--- src/rtl/rsv_pkg.sv ---
package rsv_pkg;

  typedef enum logic [1:0] {
    PH_IDLE = 2'd0,
    PH_HOLD = 2'd1,
    PH_WAIT = 2'd2
  } phase_t;

  // Saturating step of a run-length counter.
  function automatic logic [31:0] run_step(input logic [31:0] cnt, input logic [31:0] cap,
                                           input logic active);
    if (!active)         return 32'd0;
    else if (cnt >= cap) return cap;
    else                 return cnt + 32'd1;
  endfunction

  // A dip counts as real once it has lasted more than lim samples.
  function automatic logic dip_qualifies(input logic [31:0] run, input logic [31:0] lim,
                                         input logic low_now);
    return low_now && (run == lim);
  endfunction

endpackage

--- src/rtl/rsv_sync.sv ---
module rsv_sync #(
  parameter int   STAGES = 2,
  parameter logic INIT   = 1'b0
) (
  input  logic clk,
  input  logic por_n,
  input  logic d,
  output logic q
);
  logic [STAGES-1:0] chain;

  always_ff @(posedge clk or negedge por_n) begin
    if (!por_n) chain <= {STAGES{INIT}};
    else        chain <= {chain[STAGES-2:0], d};
  end

  assign q = chain[STAGES-1];
endmodule

--- src/rtl/rsv_uv_filter.sv ---
module rsv_uv_filter import rsv_pkg::*; #(
  parameter int GLITCH_CYC = 8
) (
  input  logic clk,
  input  logic por_n,
  input  logic uv_s,
  output logic uv_trip,
  output logic uv_filt
);
  localparam int CW = $clog2(GLITCH_CYC + 1);
  localparam logic [31:0] LIM = 32'(GLITCH_CYC);

  logic [CW-1:0] run_q;
  logic [31:0]   run_nx;

  assign run_nx  = run_step(32'(run_q), LIM, uv_s);
  assign uv_trip = dip_qualifies(32'(run_q), LIM, uv_s);

  always_ff @(posedge clk or negedge por_n) begin
    if (!por_n) begin
      run_q   <= '0;
      uv_filt <= 1'b0;
    end else begin
      run_q   <= run_nx[CW-1:0];
      uv_filt <= uv_trip | (uv_filt & uv_s);
    end
  end
endmodule

--- src/rtl/rsv_edge_det.sv ---
module rsv_edge_det (
  input  logic clk,
  input  logic por_n,
  input  logic pin_s,
  input  logic arm,
  output logic man_edge
);
  logic prev_q;

  always_ff @(posedge clk or negedge por_n) begin
    if (!por_n) prev_q <= 1'b1;
    else        prev_q <= pin_s;
  end

  assign man_edge = arm & prev_q & ~pin_s;
endmodule

--- src/rtl/rsv_hold_ctl.sv ---
module rsv_hold_ctl import rsv_pkg::*; #(
  parameter int HOLD_CYC = 64
) (
  input  logic clk,
  input  logic por_n,
  input  logic uv_trip,
  input  logic uv_filt,
  input  logic man_edge,
  input  logic pin_s,
  output logic hold_done,
  output logic idle,
  output logic pull,
  output logic active
);
  localparam int HW = $clog2(HOLD_CYC);
  localparam logic [HW-1:0] LAST = HW'(HOLD_CYC - 1);

  phase_t        ph_q;
  logic [HW-1:0] cnt_q;

  assign hold_done = (ph_q == PH_HOLD) && !uv_filt && (cnt_q == LAST);
  assign idle      = (ph_q == PH_IDLE);
  assign pull      = (ph_q == PH_HOLD);
  assign active    = (ph_q != PH_IDLE);

  always_ff @(posedge clk or negedge por_n) begin
    if (!por_n) begin
      ph_q  <= PH_HOLD;
      cnt_q <= '0;
    end else if (uv_trip || man_edge) begin
      ph_q  <= PH_HOLD;
      cnt_q <= '0;
    end else begin
      unique case (ph_q)
        PH_HOLD: begin
          if (uv_filt) begin
            cnt_q <= '0;
          end else if (hold_done) begin
            ph_q  <= PH_WAIT;
            cnt_q <= '0;
          end else begin
            cnt_q <= cnt_q + 1'b1;
          end
        end
        PH_WAIT: if (pin_s) ph_q <= PH_IDLE;
        default: ph_q <= ph_q;
      endcase
    end
  end
endmodule

--- src/rtl/rst_supervisor.sv ---
module rst_supervisor #(
  parameter int HOLD_CYC    = 64,
  parameter int GLITCH_CYC  = 8,
  parameter int SYNC_STAGES = 2
) (
  input  logic clk,
  input  logic por_n,
  input  logic uv_flag_i,
  input  logic pin_lvl_i,
  output logic pin_pull_o,
  output logic rst_active_o
);
  logic uv_s, pin_s;
  logic uv_trip, uv_filt, man_edge, hold_done, idle;

  rsv_sync #(.STAGES(SYNC_STAGES), .INIT(1'b0)) u_uv_sync (
    .clk(clk), .por_n(por_n), .d(uv_flag_i), .q(uv_s));

  rsv_sync #(.STAGES(SYNC_STAGES), .INIT(1'b0)) u_pin_sync (
    .clk(clk), .por_n(por_n), .d(pin_lvl_i), .q(pin_s));

  rsv_uv_filter #(.GLITCH_CYC(GLITCH_CYC)) u_filt (
    .clk(clk), .por_n(por_n), .uv_s(uv_s), .uv_trip(uv_trip), .uv_filt(uv_filt));

  rsv_edge_det u_edge (
    .clk(clk), .por_n(por_n), .pin_s(pin_s), .arm(idle), .man_edge(man_edge));

  rsv_hold_ctl #(.HOLD_CYC(HOLD_CYC)) u_ctl (
    .clk(clk), .por_n(por_n), .uv_trip(uv_trip), .uv_filt(uv_filt),
    .man_edge(man_edge), .pin_s(pin_s), .hold_done(hold_done), .idle(idle),
    .pull(pin_pull_o), .active(rst_active_o));
endmodule

--- config.mk ---
export PLATFORM = sky130hd
export DESIGN_NAME = rst_supervisor
export DESIGN_NICKNAME = d
export VERILOG_FILES = /design/src/rtl/rsv_pkg.sv /design/src/rtl/rsv_sync.sv /design/src/rtl/rsv_uv_filter.sv /design/src/rtl/rsv_edge_det.sv /design/src/rtl/rsv_hold_ctl.sv /design/src/rtl/rst_supervisor.sv
export SDC_FILE = /design/constraint.sdc
export NUM_CORES = 1
export LEC_CHECK = 0
export BUFFER_PORTS_ARGS = -buffer_cell sky130_fd_sc_hd__buf_4
export CAP_MARGIN = 20
export CORE_MARGIN = 4
export CORE_UTILIZATION = 35
export DETAILED_ROUTE_END_ITERATION = 16
export SETUP_SLACK_MARGIN = 0.4
export SYNTH_ARGS = -nofsm -noshare
export SYNTH_HDL_FRONTEND = slang
export SYNTH_SLANG_ARGS = --single-unit
--- constraint.sdc ---
create_clock -name clk -period 2.87 [get_ports clk]
set_input_delay 0.4305 -clock clk [delete_from_list [all_inputs] [get_ports clk]]
set_output_delay 0.4305 -clock clk [all_outputs]
set_load 0.005 [all_outputs]
Yosys cells after proc, flatten, opt, wreduce, memory -nomap -nowiden
Index checks and enable logic that the tools add are counted.
Word-level totals
  output and inout port bits: 2
  flip-flop bits (word level): 18
  bits of input ports: 4
  logic and storage cells: 43
Operators by class
  reduce and logical (&&, ||, !) cells: 10
  add/sub/neg operators: 2
  order comparisons: 1
  bitwise logic cells: 5
  muxes and demuxes: 11
  eq/ne operators: 7
Operators with widths (count)
  6-bit two-way mux: 4
  2-bit two-way mux: 4
  4-bit two-way mux: 2
  6-bit by 1-bit adder with 6-bit output, second input constant: 1
  6-bit == test, second input constant: 1
  3-bit by 2-bit != test with 1-bit output, second input constant: 2
  4-bit by 1-bit adder with 4-bit output, second input constant: 1
  4-bit == test, second input constant: 1
  4-bit greater-or-equal comparator, second input constant: 1
  2-bit one-hot mux with 2 select lines: 1
  4-bit AND reduction: 1
  2-bit nonzero test: 2
  1-bit bitwise AND: 3
  1-bit logical AND: 3
  3-bit by 1-bit != test with 1-bit output, second input constant: 1
  3-bit nonzero test: 1
  2-bit by 1-bit == test with 1-bit output, second input constant: 1
  2-bit == test, second input constant: 1
  2-bit logical NOT: 1
  1-bit logical NOT: 1
  1-bit logical OR: 1
  1-bit inverter: 1
  1-bit bitwise OR: 1

Depth between registers and ports, before layout
  depth in word-level cells: 7
  gate-level depth with buffers: 7
  depth with buffers taken out: 6

By module
From an unflattened synthesis, not the netlist that was laid out.
Unflattened totals
  cell total of the unflattened synthesis: 82
  area total of the unflattened synthesis: 839.6 um^2
By module, submodules not included
  rsv_hold_ctl: instances 1, sequential area each 201.4 um^2, area each 486.7 um^2, cells an instance 57
  rsv_uv_filter: instances 1, sequential area each 125.1 um^2, area each 217.7 um^2, cells an instance 19
  rsv_sync: instances 2, sequential area each 50.0 um^2, area each 50.0 um^2, cells an instance 2
  rsv_edge_det: instances 1, sequential area each 26.3 um^2, area each 35.0 um^2, cells an instance 2

Least setup slack after synthesis
Ideal clock, no wire load.
  path kind: register to register
  start point: reg u_ctl.cnt_q[0]
  end point: reg u_ctl.ph_q[1]
  arrival: 1449 ps
  library setup time: 78 ps
  period minus slack after synthesis: 1526 ps
  cell stages (with the launch flop): 7
  path buffers: 1
  path slack: 1344 ps
  data required time: 2792 ps
  cells stage by stage: dfrtp_1 ha_1 nand3_2 or2_1 buf_6 or3b_1 a21boi_1
On the way
  cells in the longest elaborated chain, start to end: 4
RTL lines
  start: declaration: line rsv_hold_ctl.sv:19  | logic [HW-1:0] cnt_q;
  start signal: assignment: line rsv_hold_ctl.sv:42  | cnt_q <= cnt_q + 1'b1;
  6-bit == test: line rsv_hold_ctl.sv:21  | assign hold_done = (ph_q == PH_HOLD) && !uv_filt && (cnt_q == LAST);
  1-bit logical AND: line rsv_hold_ctl.sv:21
  3-bit by 1-bit != test with 1-bit output (no source line)
  4-bit AND reduction (no source line)
  end signal: assignment: line rsv_hold_ctl.sv:46  | default: ph_q <= ph_q;
  end: declaration: line rsv_hold_ctl.sv:18  | phase_t ph_q;
No other way between the ends.
A chain may end at the register's enable or synchronous reset.

Worst setup path in the final report
  start point: reg u_filt.run_q[0]
  end point: reg u_ctl.cnt_q[5]
On the way
  cells in the longest elaborated chain, start to end: 4
  elaborated cells between the ends (all ways): 5
  classes of those cells: eq/ne: 1; mux: 1; reduce/logical: 3
RTL lines
  start: declaration: line rsv_uv_filter.sv:13  | logic [CW-1:0] run_q;
  start signal: assignment: line rsv_uv_filter.sv:24  | run_q <= run_nx[CW-1:0];
  4-bit == test *: line rsv_pkg.sv:20  | return low_now && (run == lim);
  1-bit logical AND *: line rsv_pkg.sv:20
  1-bit logical OR *: line rsv_hold_ctl.sv:30  | end else if (uv_trip || man_edge) begin
  6-bit two-way mux / 2-bit nonzero test (equally long branches)
Every way passes the cells marked *; elsewhere a longest branch is shown, timed or not.

==> key figures <==
Die
  – Row count: 17
  – Core ar.: 0.002212 sq mm
  – Die X: 55.98 um
  – Die area: 0.003134 sq mm
  – Initial Util: 36.43%
  – IO Count: 6
  – DIE HEIGHT: 55.98 um

Setup path
  – Crit-path max FO: 11
  – WP data required: 3060 ps
  – Crit end category: flip-flop
  – CP arrival: 2050 ps
  – Kind of critical path: flip-flop to flip-flop
  – Crit path launch type: flip-flop
  – Reg2reg setup slack: 1020 ps

CTS
  – Inserted Clock Buffers: 3
  – Post-CTS Setup Repair Bufs: 0
  – Clk slew on worst S/H paths: 100 ps
  – Resize count post-CTS: 0
  – CTS tree: built
  – Later-pin clock latency in the skew report: 290 ps
  – # clock sinks: 18
  – H-tree depth: 1
  – Hold buffer count at CTS: 1
  – Clock root cell: clkbuf_4
  – Clock tree buffer depth: 2

Power
  – Sequential share of power: 54.6%
  – Pwr Density: 708.5 mW/mm^2
  – Gate power share: 21.6%
  – Net Sw Power: 182.3 uW
  – Final Power: 639.2 uW
  – Switch share: 28.52%
  – Leak Pwr: 0.4230 nW
  – P_int: 456.9 uW
  – Clk pwr share: 23.9%
  – VDD IR-drop max: 0.0003539 V

Route
  – Vias per cell: 4.807
  – Routed Antenna Nets: 0
  – DRC: 0
  – Routed vias: 524
  – Initial drt markers: 3
  – DR pass1 iterations: 2
  – Avg WL per Cell: 10.55 um
  – Total wire length: 1.150 mm

Global routing
  – Pin count of the biggest net entering global routing: 19
  – Vias in the first global route: 488
  – Global-route wire length before repair: 2.056 mm
  – Global-route usage over all layers: 8.398%
  – Grt ovf: 0
  – Initial antenna violation count: 0

Timing
  – Final count of pins violating max slew: 0
  – Setup tns final: 0 ps
  – Worst hold margin: 244.0 ps
  – Clock Skew: 6.218 ps
  – Fin crit share: 64.63%
  – Worst relative slew slack: 73.67%
  – Peak Freq: 539.1 MHz
  – Fin worst setup slack: 1015 ps
  – RSZ-0062 raised after global routing: false
  – Tmin final: 1855 ps
  – Final hold vios: 0
  – Final setup violation count: 0
  – Worst Max-Slew Pin Slew: 392.8 ps

Placement
  – DP Cell Count: 104
  – DP Area: 855.8 sq um
  – Worst slack, placed: 1011 ps
  – GP Congestion: 0.7302
  – DPL Wire Length: 854.6 um
  – Port Buf Inserts: 5

Logic synthesis
  – Gate Count Post-Synth: 74
  – Netlist cell types: 30
  – Mean Syn Cell Area: 10.89 sq um
  – Seq cells post-synth: 18
  – Ys Warns: 0
  – Sequential share of the synthesized area: 56.21%
  – Synthesized area: 805.8 sq um
  – Post-Syn Nets: 81

Layout
  – Util after Layout: 40.78%
  – Non-Filler Instances: 109
  – Fillers: 230
  – Antenna cells: 0
  – Final instance area: 902.1 sq um
  – Share of cells above drive strength 1: 14.81%
  – Layout Nets: 89
  – Area grow syn2layout: 11.96%

Job
  – Max cap viols: 0

Run status
  – Outcome: finished, final reports clean

Hold path
  – HP Class: input port to flip-flop
==> worst paths after layout <==
| kind | from | end | cells after the start |
|---|---|---|---|
| setup / recovery | u_filt.run_q[0] | u_ctl.cnt_q[5] | 6 |
| hold / removal | pin_lvl_i | u_pin_sync.chain[0] | 1 |
| setup reg to reg | u_filt.run_q[0] | u_ctl.cnt_q[5] | 6 |
| hold reg to reg | u_pin_sync.chain[0] | u_pin_sync.chain[1] | 0 |
| max in group asynchronous | por_n | u_edge.prev_q | 2 |
| min in group asynchronous | por_n | u_ctl.cnt_q[3] | 2 |
==> layout by cell type, fill, tap and decap left out, types with 2 or more instances in the layout <==
cell and count:
clkbuf_4 3, a31oi_1 3, ha_1 3, nor2_1 5
nand3_1 5, nor2b_1 3, a32o_1 2, nand2_1 7
dfstp_2 2, o21ai_0 3, dfrtp_1 16, inv_1 5
buf_4 5, and3_1 2
==> registers in the layout, indices dropped and copies added, names as in the netlist <==
signal and count:
u_ctl.cnt_q 6, u_ctl.ph_q 2, u_uv_sync.chain 2, u_filt.run_q 4
u_filt.uv_filt 1, u_edge.prev_q 1, u_pin_sync.chain 2
==> per-layer routing <==
| layer | global-route usage (%) | up-vias | part of all wire (%) |
|---|---|---|---|
| li1 | - | 271 | - |
| met1 | 10.27 | 243 | 46 |
| met2 | 12.69 | 8 | 47 |
| met3 | 4.176 | 2 | 5.1 |
| met4 | 3.051 | 0 | 1.0 |
| met5 | 0 | - | 0 |
==> power groups by stage <==
stage	registers [mW]	logic [mW]	clock network, mW
2_1_floorplan	0.344	0.108	0
3_3_place_gp	0.354	0.138	0
3_5_place_dp	0.355	0.140	0
4_1_cts	0.350	0.141	0.163
5_1_grt	0.357	0.157	0.175
6_report	0.349	0.138	0.153
==> synth_stat cells <==
cell type / instances / area, sq um
a21boi_1: 1 / 7.510
a21o_1: 1 / 7.510
a2bb2oi_1: 1 / 8.760
a31oi_1: 3 / 18.77
a32o_1: 2 / 20.02
and3_1: 2 / 12.51
buf_4: 1 / 7.510
buf_6: 1 / 11.26
clkbuf_1: 1 / 3.750
dfrtp_1: 16 / 400.4
dfstp_2: 2 / 52.55
ha_1: 3 / 37.54
inv_1: 5 / 18.77
mux2i_1: 1 / 10.01
nand2_1: 7 / 26.28
nand2b_1: 1 / 6.260
nand3_1: 5 / 25.02
nand3_2: 1 / 10.01
nand3b_1: 1 / 7.510
nand4b_1: 1 / 8.760
nor2_1: 5 / 18.77
nor2b_1: 3 / 18.77
nor3_1: 1 / 5.000
o21ai_0: 3 / 15.01
o21bai_1: 1 / 7.510
o31ai_1: 1 / 7.510
or2_1: 1 / 6.260
or3b_1: 1 / 8.760
xnor2_1: 1 / 8.760
xor2_1: 1 / 8.760
==> critical path: stages (launching register included) <==
cell and delay, ps:
dfrtp_1 420, inv_1 70, ha_1 150, nand4b_1 340, and3_1 380, a32o_1 240
a21o_1 170
==> area by class of cell <==
class                   count  area [sq um]  area share [%]
multi-input cells          48         311.5           34.54
well taps                  28         35.03           3.883
inverters                   5         18.77           2.080
flip-flops and latches     18         452.9           50.21
repair buffers              6         47.55           5.270
clock buffers               4         36.28           4.022
==> cell families after synthesis <==
group                      synth area share [%]
muxes                                     1.242
buffers and inverters                     5.124
AOI/OAI and AO/OA                         11.49
adders and majority gates                 4.659
DFF                                       56.21
xor gates and xnor gates                  2.174
and+or+nand+nor                           19.10
Note: power is estimated with default switching activity, not from simulation.
